## src/rtl/ubrt_pkg.sv

```systemverilog
package ubrt_pkg;
   localparam int unsigned UBRT_WIDTH = 18;

   typedef enum logic {
      OE_ACT_HIGH = 1'b0,
      OE_ACT_LOW  = 1'b1
   } oe_pol_e;
endpackage

```

## src/rtl/ubrt_sense.sv

```systemverilog
module ubrt_sense #(
   parameter int unsigned W = ubrt_pkg::UBRT_WIDTH
) (
   input  logic         clk,
   input  logic         rst,
   input  logic [W-1:0] din,
   input  logic         le,
   input  logic         ck,
   output logic [W-1:0] din_q,
   output logic         le_q,
   output logic         fall
);
   if (W < 1) begin : g_bad_width
      $error("ubrt_sense: W must be at least 1");
   end

   logic ck_cur;
   logic ck_prev;

   always_ff @(posedge clk) begin
      if (rst) begin
         din_q   <= '0;
         le_q    <= 1'b0;
         ck_cur  <= 1'b0;
         ck_prev <= 1'b0;
      end else begin
         din_q   <= din;
         le_q    <= le;
         ck_cur  <= ck;
         ck_prev <= ck_cur;
      end
   end

   assign fall = ck_prev & ~ck_cur;

   AST_FALL_ONE: assert property (@(posedge clk) disable iff (rst)
      fall |=> !fall);
endmodule

```

## src/rtl/ubrt_store.sv

```systemverilog
module ubrt_store #(
   parameter int unsigned W    = ubrt_pkg::UBRT_WIDTH,
   parameter logic [W-1:0] INIT = '0
) (
   input  logic         clk,
   input  logic         rst,
   input  logic         load,
   input  logic [W-1:0] d,
   output logic [W-1:0] q
);
   logic [W-1:0] q_r;

   always_ff @(posedge clk) begin
      if (rst)       q_r <= INIT;
      else if (load) q_r <= d;
   end

   assign q = q_r;

   AST_HOLD: assert property (@(posedge clk) disable iff (rst)
      !load |=> $stable(q_r));
   AST_LOAD: assert property (@(posedge clk) disable iff (rst)
      load |=> q_r == $past(d));
endmodule

```

## src/rtl/ubrt_drive.sv

```systemverilog
module ubrt_drive #(
   parameter int unsigned      W   = ubrt_pkg::UBRT_WIDTH,
   parameter ubrt_pkg::oe_pol_e POL = ubrt_pkg::OE_ACT_HIGH
) (
   input  logic         oe_pin,
   input  logic [W-1:0] q,
   output logic [W-1:0] dout,
   output logic         doe
);
   logic en;

   if (POL == ubrt_pkg::OE_ACT_HIGH) begin : g_high
      assign en = oe_pin;
   end else begin : g_low
      assign en = ~oe_pin;
   end

   assign doe  = en;
   assign dout = en ? q : '0;
endmodule

```

## src/rtl/ubrt_lane.sv

```systemverilog
module ubrt_lane #(
   parameter int unsigned       W   = ubrt_pkg::UBRT_WIDTH,
   parameter ubrt_pkg::oe_pol_e POL = ubrt_pkg::OE_ACT_HIGH
) (
   input  logic         clk,
   input  logic         rst,
   input  logic [W-1:0] din,
   input  logic         le,
   input  logic         ck,
   input  logic         oe_pin,
   output logic [W-1:0] dout,
   output logic         doe
);
   logic [W-1:0] din_q;
   logic         le_q;
   logic         fall;
   logic [W-1:0] q;

   ubrt_sense #(.W(W)) u_sense (
      .clk(clk), .rst(rst), .din(din), .le(le), .ck(ck),
      .din_q(din_q), .le_q(le_q), .fall(fall)
   );

   ubrt_store #(.W(W)) u_store (
      .clk(clk), .rst(rst), .load(le_q | fall), .d(din_q), .q(q)
   );

   ubrt_drive #(.W(W), .POL(POL)) u_drive (
      .oe_pin(oe_pin), .q(q), .dout(dout), .doe(doe)
   );
endmodule

```

## src/rtl/ubrt_xcvr.sv

```systemverilog
module ubrt_xcvr #(
   parameter int unsigned W = ubrt_pkg::UBRT_WIDTH
) (
   input  logic         clk,
   input  logic         rst,
   input  logic [W-1:0] a_in,
   input  logic         le_ab,
   input  logic         ck_ab,
   input  logic         oe_ab,
   output logic [W-1:0] b_out,
   output logic         b_oe,
   input  logic [W-1:0] b_in,
   input  logic         le_ba,
   input  logic         ck_ba,
   input  logic         oe_ba_n,
   output logic [W-1:0] a_out,
   output logic         a_oe
);
   if (W < 1 || W > 1024) begin : g_bad_width
      $error("ubrt_xcvr: W out of range");
   end

   ubrt_lane #(.W(W), .POL(ubrt_pkg::OE_ACT_HIGH)) u_ab (
      .clk(clk), .rst(rst), .din(a_in), .le(le_ab), .ck(ck_ab),
      .oe_pin(oe_ab), .dout(b_out), .doe(b_oe)
   );

   ubrt_lane #(.W(W), .POL(ubrt_pkg::OE_ACT_LOW)) u_ba (
      .clk(clk), .rst(rst), .din(b_in), .le(le_ba), .ck(ck_ba),
      .oe_pin(oe_ba_n), .dout(a_out), .doe(a_oe)
   );

   AST_B_QUIET: assert property (@(posedge clk) disable iff (rst)
      !b_oe |-> b_out == '0);
   AST_B_POL: assert property (@(posedge clk) disable iff (rst)
      !oe_ab |-> !b_oe);
   AST_A_POL: assert property (@(posedge clk) disable iff (rst)
      oe_ba_n |-> !a_oe);
   AST_A_QUIET: assert property (@(posedge clk) disable iff (rst)
      !a_oe |-> a_out == '0);
endmodule

```

## config.mk

```make
export PLATFORM = sky130hd
export DESIGN_NAME = ubrt_xcvr
export DESIGN_NICKNAME = d
export VERILOG_FILES = /design/src/rtl/ubrt_pkg.sv /design/src/rtl/ubrt_sense.sv /design/src/rtl/ubrt_store.sv /design/src/rtl/ubrt_drive.sv /design/src/rtl/ubrt_lane.sv /design/src/rtl/ubrt_xcvr.sv
export SDC_FILE = /design/constraint.sdc
export NUM_CORES = 1
export LEC_CHECK = 0
export ABC_CLOCK_PERIOD_IN_PS = 2000
export BUFFER_PORTS_ARGS = -buffer_cell sky130_fd_sc_hd__buf_2
export CORE_ASPECT_RATIO = 2
export CORE_MARGIN = 1.5
export CORE_UTILIZATION = 40
export CTS_CLUSTER_DIAMETER = 80
export DETAILED_ROUTE_END_ITERATION = 8
export PLACE_DENSITY = 0.73
export SETUP_SLACK_MARGIN = 0.4
export SYNTH_ARGS = -nofsm -noshare
export SYNTH_HDL_FRONTEND = slang
export SYNTH_SLANG_ARGS = --single-unit
```

## constraint.sdc

```tcl
create_clock -name clk -period 2 [get_ports clk]
set_input_delay 0 -clock clk [delete_from_list [all_inputs] [get_ports clk]]
set_output_delay 0 -clock clk [all_outputs]
set_load 0.01 [all_outputs]
```

==> results.toml, run 1 <==
[sta]
rsz0062_at_grt = "false"
drv_slew = 0
finalHoldViolations = 0
setup_violations = 0
worst_pin_slew_ns = 0.3700
fin_skew_ns = 0.003270
fmax_mhz = 906.4
period_share = 0.5516
finalCriticalPeriod_ns = 1.103
max_slew_margin = 0.7533
fin_setup_tns_ns = 0
setup_ws_ns = 0.8967

[global_route]
grt_pass1_vias = 2068
grt_antenna_before_repair = 0
grt.total_usage = 0.1433
grt_pass1_wl_mm = 8.956
overflow = 0
grt_max_degree = 115

[floorplan]
start_util = 0.4156
io_pins = 82
die_area_mm2 = 0.008171
fp.dieW_um = 64.68
core-area_mm2 = 0.007322
rows = 44
dieHeight_um = 126.3

[route]
drc_errors = 0
vias_per_cell = 4.283
ant_nets = 0
drt_pass1_iterations = 4
wire_per_inst_um = 10.93
drt-total-wl_mm = 5.452
drtIter0Drc = 34
vias = 2137

[critical_path]
cp_num_buf_inv = 2
cp-end-kind = "register"
critPathTopFamily = "buffers and inverters"
max_stage_delay_ns = 0.32
crit_fanout = 18
cp.arrival_ns = 1.35
startpoint_type = "register"
reg2reg_from = "u_ab.u_sense.ck_cur"
cp_slowest_cell = "dfxtp_1"
crit_start = "u_ab.u_sense.ck_cur"
required_ns = 2.25
crit_chain = "inv_2 > a21oi_2 > buf_4 > mux2i_1"
path_class = "reg -> reg"

[yosys]
seq_area_frac_synth = 0.5132
synth_nets = 332
synthesis.area_mm2 = 0.003043
synthArstFlopShare = 0
netlist_top_cells_area = "dfxtp_1, nand2b_1, mux2i_1, nor2b_1, and2_1"
synth.avg_cell_area_um2 = 10.57
synth_edf_count = 0
synth.distinct_cells = 15
yosysWarnings = 0
synth_top_area_frac = 0.5132
ys.flop_type = "dfxtp_1"
synth_most_common_cell = "dfxtp_1"
postSynthCellCount = 288
ys_top_cells_by_count = "dfxtp_1, nand2b_1, nor2b_1"
yosys.area.top_type = "dfxtp_1"
synth-seq-cells = 78

[layout]
fin_cells = 499
synthToLayoutAreaGrowth_pct = 35.12
diodes = 0
drive_above_1_share = 0.2457
nNetsFinal = 448
nFillCells = 634

[clock_tree]
clock_latency_ns = 0.32
ctsHoldBuffers = 40
clk_pin_slew_worst_paths_ns = 0.05
cts_buffer_depth = 2
cts_tree = "yes"
cts_sinks = 78
cts_buffers = 9
htreeDepth = 3
cts-root-buf = "clkbuf_16"
cts_resized = 0
post_cts.repair.setup_buffers = 0

[pwr]
power.density_mw_per_mm2 = 821.6
ir_drop_mv = 0.6706
comb_power_share = 0.094
p_leak_uw = 0.001946
p_int_uw = 2675
p_seq_frac = 0.490
p_clk_frac = 0.416
switchingPower_uw = 703.4
finalPower_uw = 3378
switching_share = 0.2082

[flow_run]
maxCapViolCount = 0

[min_path]
min_from = "rst"
hold_class = "in -> reg"

[placed_design]
dp_slack_ns = 0.8843
dp_hpwl_mm = 3.393
port-buffer-count = 81
dp_cells = 445
place.gp.congestion = 0.7138

[status]
status = "complete, no violations"
==> layout make-up <==
| type | count | area, um^2 | share of cell area |
|---|---|---|---|
| Timing Repair Buffer | 124 | 840.8 | 0.2045 |
| Clock buffer | 12 | 246.5 | 0.05995 |
| Multi-Input combinational cell | 188 | 1326 | 0.3226 |
| Tap cell | 92 | 115.1 | 0.02800 |
| Clock inverter | 2 | 10.01 | 0.002435 |
| Sequential cell | 78 | 1562 | 0.3798 |
| Inverter | 3 | 11.26 | 0.002739 |
==> cells by family (layout without fill, tap and decap cells) <==
logic type / count (synthesis) / count (layout) / share of synthesized area
buffers and inverters: 22 / 141 / 0.05099
AO/OA/AOI/OAI: 2 / 2 / 0.005758
multiplexers: 36 / 36 / 0.1184
flip-flops: 78 / 78 / 0.5132
AND/OR/NAND/NOR: 150 / 150 / 0.3117
==> cells in the final DEF (no fill, tap or decap), drive strengths merged <==
cell type,count
inv,3
dlygate4sd3,40
a21oi,2
clkbuf,12
dfxtp,78
and2,18
and2b,12
nand2b,72
nor2,2
mux2i,36
buf,84
clkinv,2
nor2b,46
==> worst register-to-register path, delay by kind of cell (launching register included) <==
kind | cells | cell delay [ns]
compound gates | 1 | 0.12
mux | 1 | 0.24
flops | 1 | 0.32
buf+inv | 2 | 0.36
==> sequential cells by signal, summed over array words and instances, names as in the netlist <==
| register | cells |
|---|---|
| u_ab.u_store.q | 18 |
| u_ba.u_sense.ck_prev | 1 |
| u_ba.u_sense.ck_cur | 1 |
| u_ba.u_sense.din_q | 18 |
| u_ba.u_sense.le_q | 1 |
| u_ab.u_sense.ck_prev | 1 |
| u_ab.u_sense.ck_cur | 1 |
| u_ba.u_store.q | 18 |
| u_ab.u_sense.le_q | 1 |
| u_ab.u_sense.din_q | 18 |
==> per-layer routing <==
layer	wire length, um	vias to the layer above	track usage
met5	0	-	0
met4	180	0	0.08886
met3	212	12	0.04344
met2	2880	52	0.2525
met1	2178	956	0.1431
li1	-	1117	-
==> metrics by stage <==
step / instance area [um^2] / utilization / hold WS [ns]
after floorplan: 3043 / - / 0.04641
after global placement: 3455 / 0.4718 / 0.2064
after detailed placement: 3455 / 0.4718 / 0.2116
after CTS: 4111 / 0.5615 / 0.1613
after global routing: 4111 / 0.5615 / 0.1934
final: 4111 / 0.5615 / 0.1800
==> path summary, 6_finish.rpt <==
kind | to | slack (ns) | cells past startpoint
min | u_ba.u_sense.ck_prev | 0.18 | 3
max | u_ab.u_store.q[13] | 0.90 | 4
max reg2reg | u_ab.u_store.q[13] | 0.90 | 4
min reg2reg | u_ba.u_sense.ck_prev | 0.44 | 2
==> power by group through the flow <==
| stage | combinational [uW] | sequential [uW] | clock [uW] |
|---|---|---|---|
| 6_report | 318 | 1650 | 1410 |
| 5_1_grt | 350 | 1660 | 1520 |
| 4_1_cts | 320 | 1650 | 1450 |
| 3_5_place_dp | 260 | 1690 | 0 |
| 3_3_place_gp | 254 | 1690 | 0 |
| 2_1_floorplan | 197 | 1680 | 0 |
Note: power is estimated with default switching activity, not from simulation.
==> run 2: changes to the inputs <==
--- a/config.mk
+++ b/config.mk
@@ -5,7 +5,7 @@
 export SDC_FILE = /design/constraint.sdc
 export NUM_CORES = 1
 export LEC_CHECK = 0
-export ABC_CLOCK_PERIOD_IN_PS = 2000
+export ABC_CLOCK_PERIOD_IN_PS = 1100
 export BUFFER_PORTS_ARGS = -buffer_cell sky130_fd_sc_hd__buf_2
 export CORE_ASPECT_RATIO = 2
 export CORE_MARGIN = 1.5
==> constraint.sdc (replaced) <==
create_clock -name clk -period 1.1 [get_ports clk]
set_input_delay 0 -clock clk [delete_from_list [all_inputs] [get_ports clk]]
set_output_delay 0 -clock clk [all_outputs]
set_load 0.01 [all_outputs]
==> results.toml, run 2 (same netlist as run 1, synthesis figures left out) <==
[layout]
final_common_cell = "nand2b_1"
synthToLayoutAreaGrowth_pct = 47.90
drive_above_1_share = 0.3774
final_cell_mix = "nand2b_1, buf_2, dfxtp_1"
nNetsFinal = 456
diodes = 0

[global_route]
grt_antenna_before_repair = 0
overflow = 0
grt.total_usage = 0.1520
grt_pass1_vias = 2185
grt_pass1_wl_mm = 9.411
grt_max_degree = 71

[critical_path]
r2r_setup_slack_ns = 0.08
critPathTopFamily = "flip-flops"
cp_num_buf_inv = 1
startpoint_type = "register"
path_depth = 3
path_class = "reg -> reg"
cp.arrival_ns = 1.27
crit_chain = "a21oi_4 > buf_12 > mux2i_1"
required_ns = 1.35
crit_fanout = 9
cp_slowest_cell = "dfxtp_1"
max_stage_delay_ns = 0.33
reg2reg_depth = 3
cp-end-kind = "register"

[floorplan]
rows = 44
die_area_mm2 = 0.008171
core-area_mm2 = 0.007322
fp.dieW_um = 64.68
start_util = 0.4156
dieHeight_um = 126.3
io_pins = 82

[route]
wire_per_inst_um = 11.96
ant_nets = 0
drtIter0Drc = 93
drt-total-wl_mm = 6.076
drc_errors = 0
vias = 2191
drt_pass1_iterations = 4
vias_per_cell = 4.313

[clock_tree]
cts-root-buf = "clkbuf_16"
clock_latency_ns = 0.33
cts_tree = "yes"
htreeDepth = 3
cts_sinks = 78
clk_pin_slew_worst_paths_ns = 0.06
cts_buffers = 9
cts_buffer_depth = 2

[placed_design]
place.gp.congestion = 0.6785
dp_hpwl_mm = 3.374
port-buffer-count = 81

[sta]
max_slew_margin = 0.6912
whs_ns = 0.1273
finalHoldViolations = 0
fin_setup_tns_ns = 0
setup_violations = 0
rsz0062_at_grt = "true"
worst_pin_slew_ns = 0.4633
period_share = 0.9310
fin_skew_ns = 0.003968
drv_slew = 0
fmax_mhz = 976.5
finalCriticalPeriod_ns = 1.024

[flow_run]
maxCapViolCount = 0

[min_path]
worstHoldPathCells = 3
hold_class = "in -> reg"

[pwr]
p_leak_uw = 0.002090
ir_drop_mv = 1.166
power.density_mw_per_mm2 = 1519

[status]
status = "complete, no violations"
-- run 2: cell count changes in the layout (fill, tap and decap cells not counted), moves of 9 or more --
cell / change
and2_1: -9
and2_4: +9
buf_2: -14
buf_6: +14
dfxtp_1: -32
dfxtp_2: +32
-- run 2: through the flow --
stage	power [uW]	worst slack [ns]	util	instance area, um^2	cells
finish	6836	0.07588	0.6147	4501	508
global route	7117	0.01286	0.6147	4501	508
CTS	6831	0.08997	0.5870	4298	501
detailed placement	3562	0.09971	0.4766	3490	446
global placement	3546	0.1537	0.4766	3490	446
floorplan	3413	0.1257	-	3045	288
-- run 2: path summary, 6_finish.rpt --
check                                             to                   start
worst max-delay path               u_ab.u_store.q[9]    u_ab.u_sense.ck_prev
worst min-delay path            u_ba.u_sense.ck_prev                     rst
worst max register to register     u_ab.u_store.q[9]    u_ab.u_sense.ck_prev
worst min register to register    u_ba.u_store.q[12]  u_ba.u_sense.din_q[12]
-- run 2: where the power goes --
group	total, uW	switching [uW]	leakage [uW]	internal, uW
clock network	3140	1050	0.000161	2090
registers	3020	51.2	0.000657	2970
logic	679	259	0.00127	420
-- run 2: cell type report --
| type | count | area, um^2 |
|---|---|---|
| Clock buffer | 11 | 252.7 |
| Clock inverter | 4 | 70.07 |
| Timing Repair Buffer | 132 | 1049 |
| Fill cell | 589 | 2821 |
| Inverter | 3 | 11.26 |
| Sequential cell | 78 | 1602 |
| Tap cell | 92 | 115.1 |
| Multi-Input combinational cell | 188 | 1401 |
-- run 2: what timing repair did --
item,4_1_cts,5_1_grt
setup buffers,0,5
gates cloned,0,2
hold buffers,40,0
gates resized for setup,29,36
endpoints found under the setup margin,72,72
hold endpoints to repair,40,0
-- run 2: layer usage --
metal | track usage | share of wire | up-vias
met5 | 0 | 0 | -
met4 | 0.1076 | 0.042 | 0
met3 | 0.04521 | 0.035 | 21
met2 | 0.2610 | 0.54 | 58
met1 | 0.1525 | 0.38 | 979
li1 | - | - | 1133
-- run 2: tightest hold or removal path, stage by stage --
cell and delay (ns):
buf_2 0.12, buf_12 0.18, nor2_1 0.10
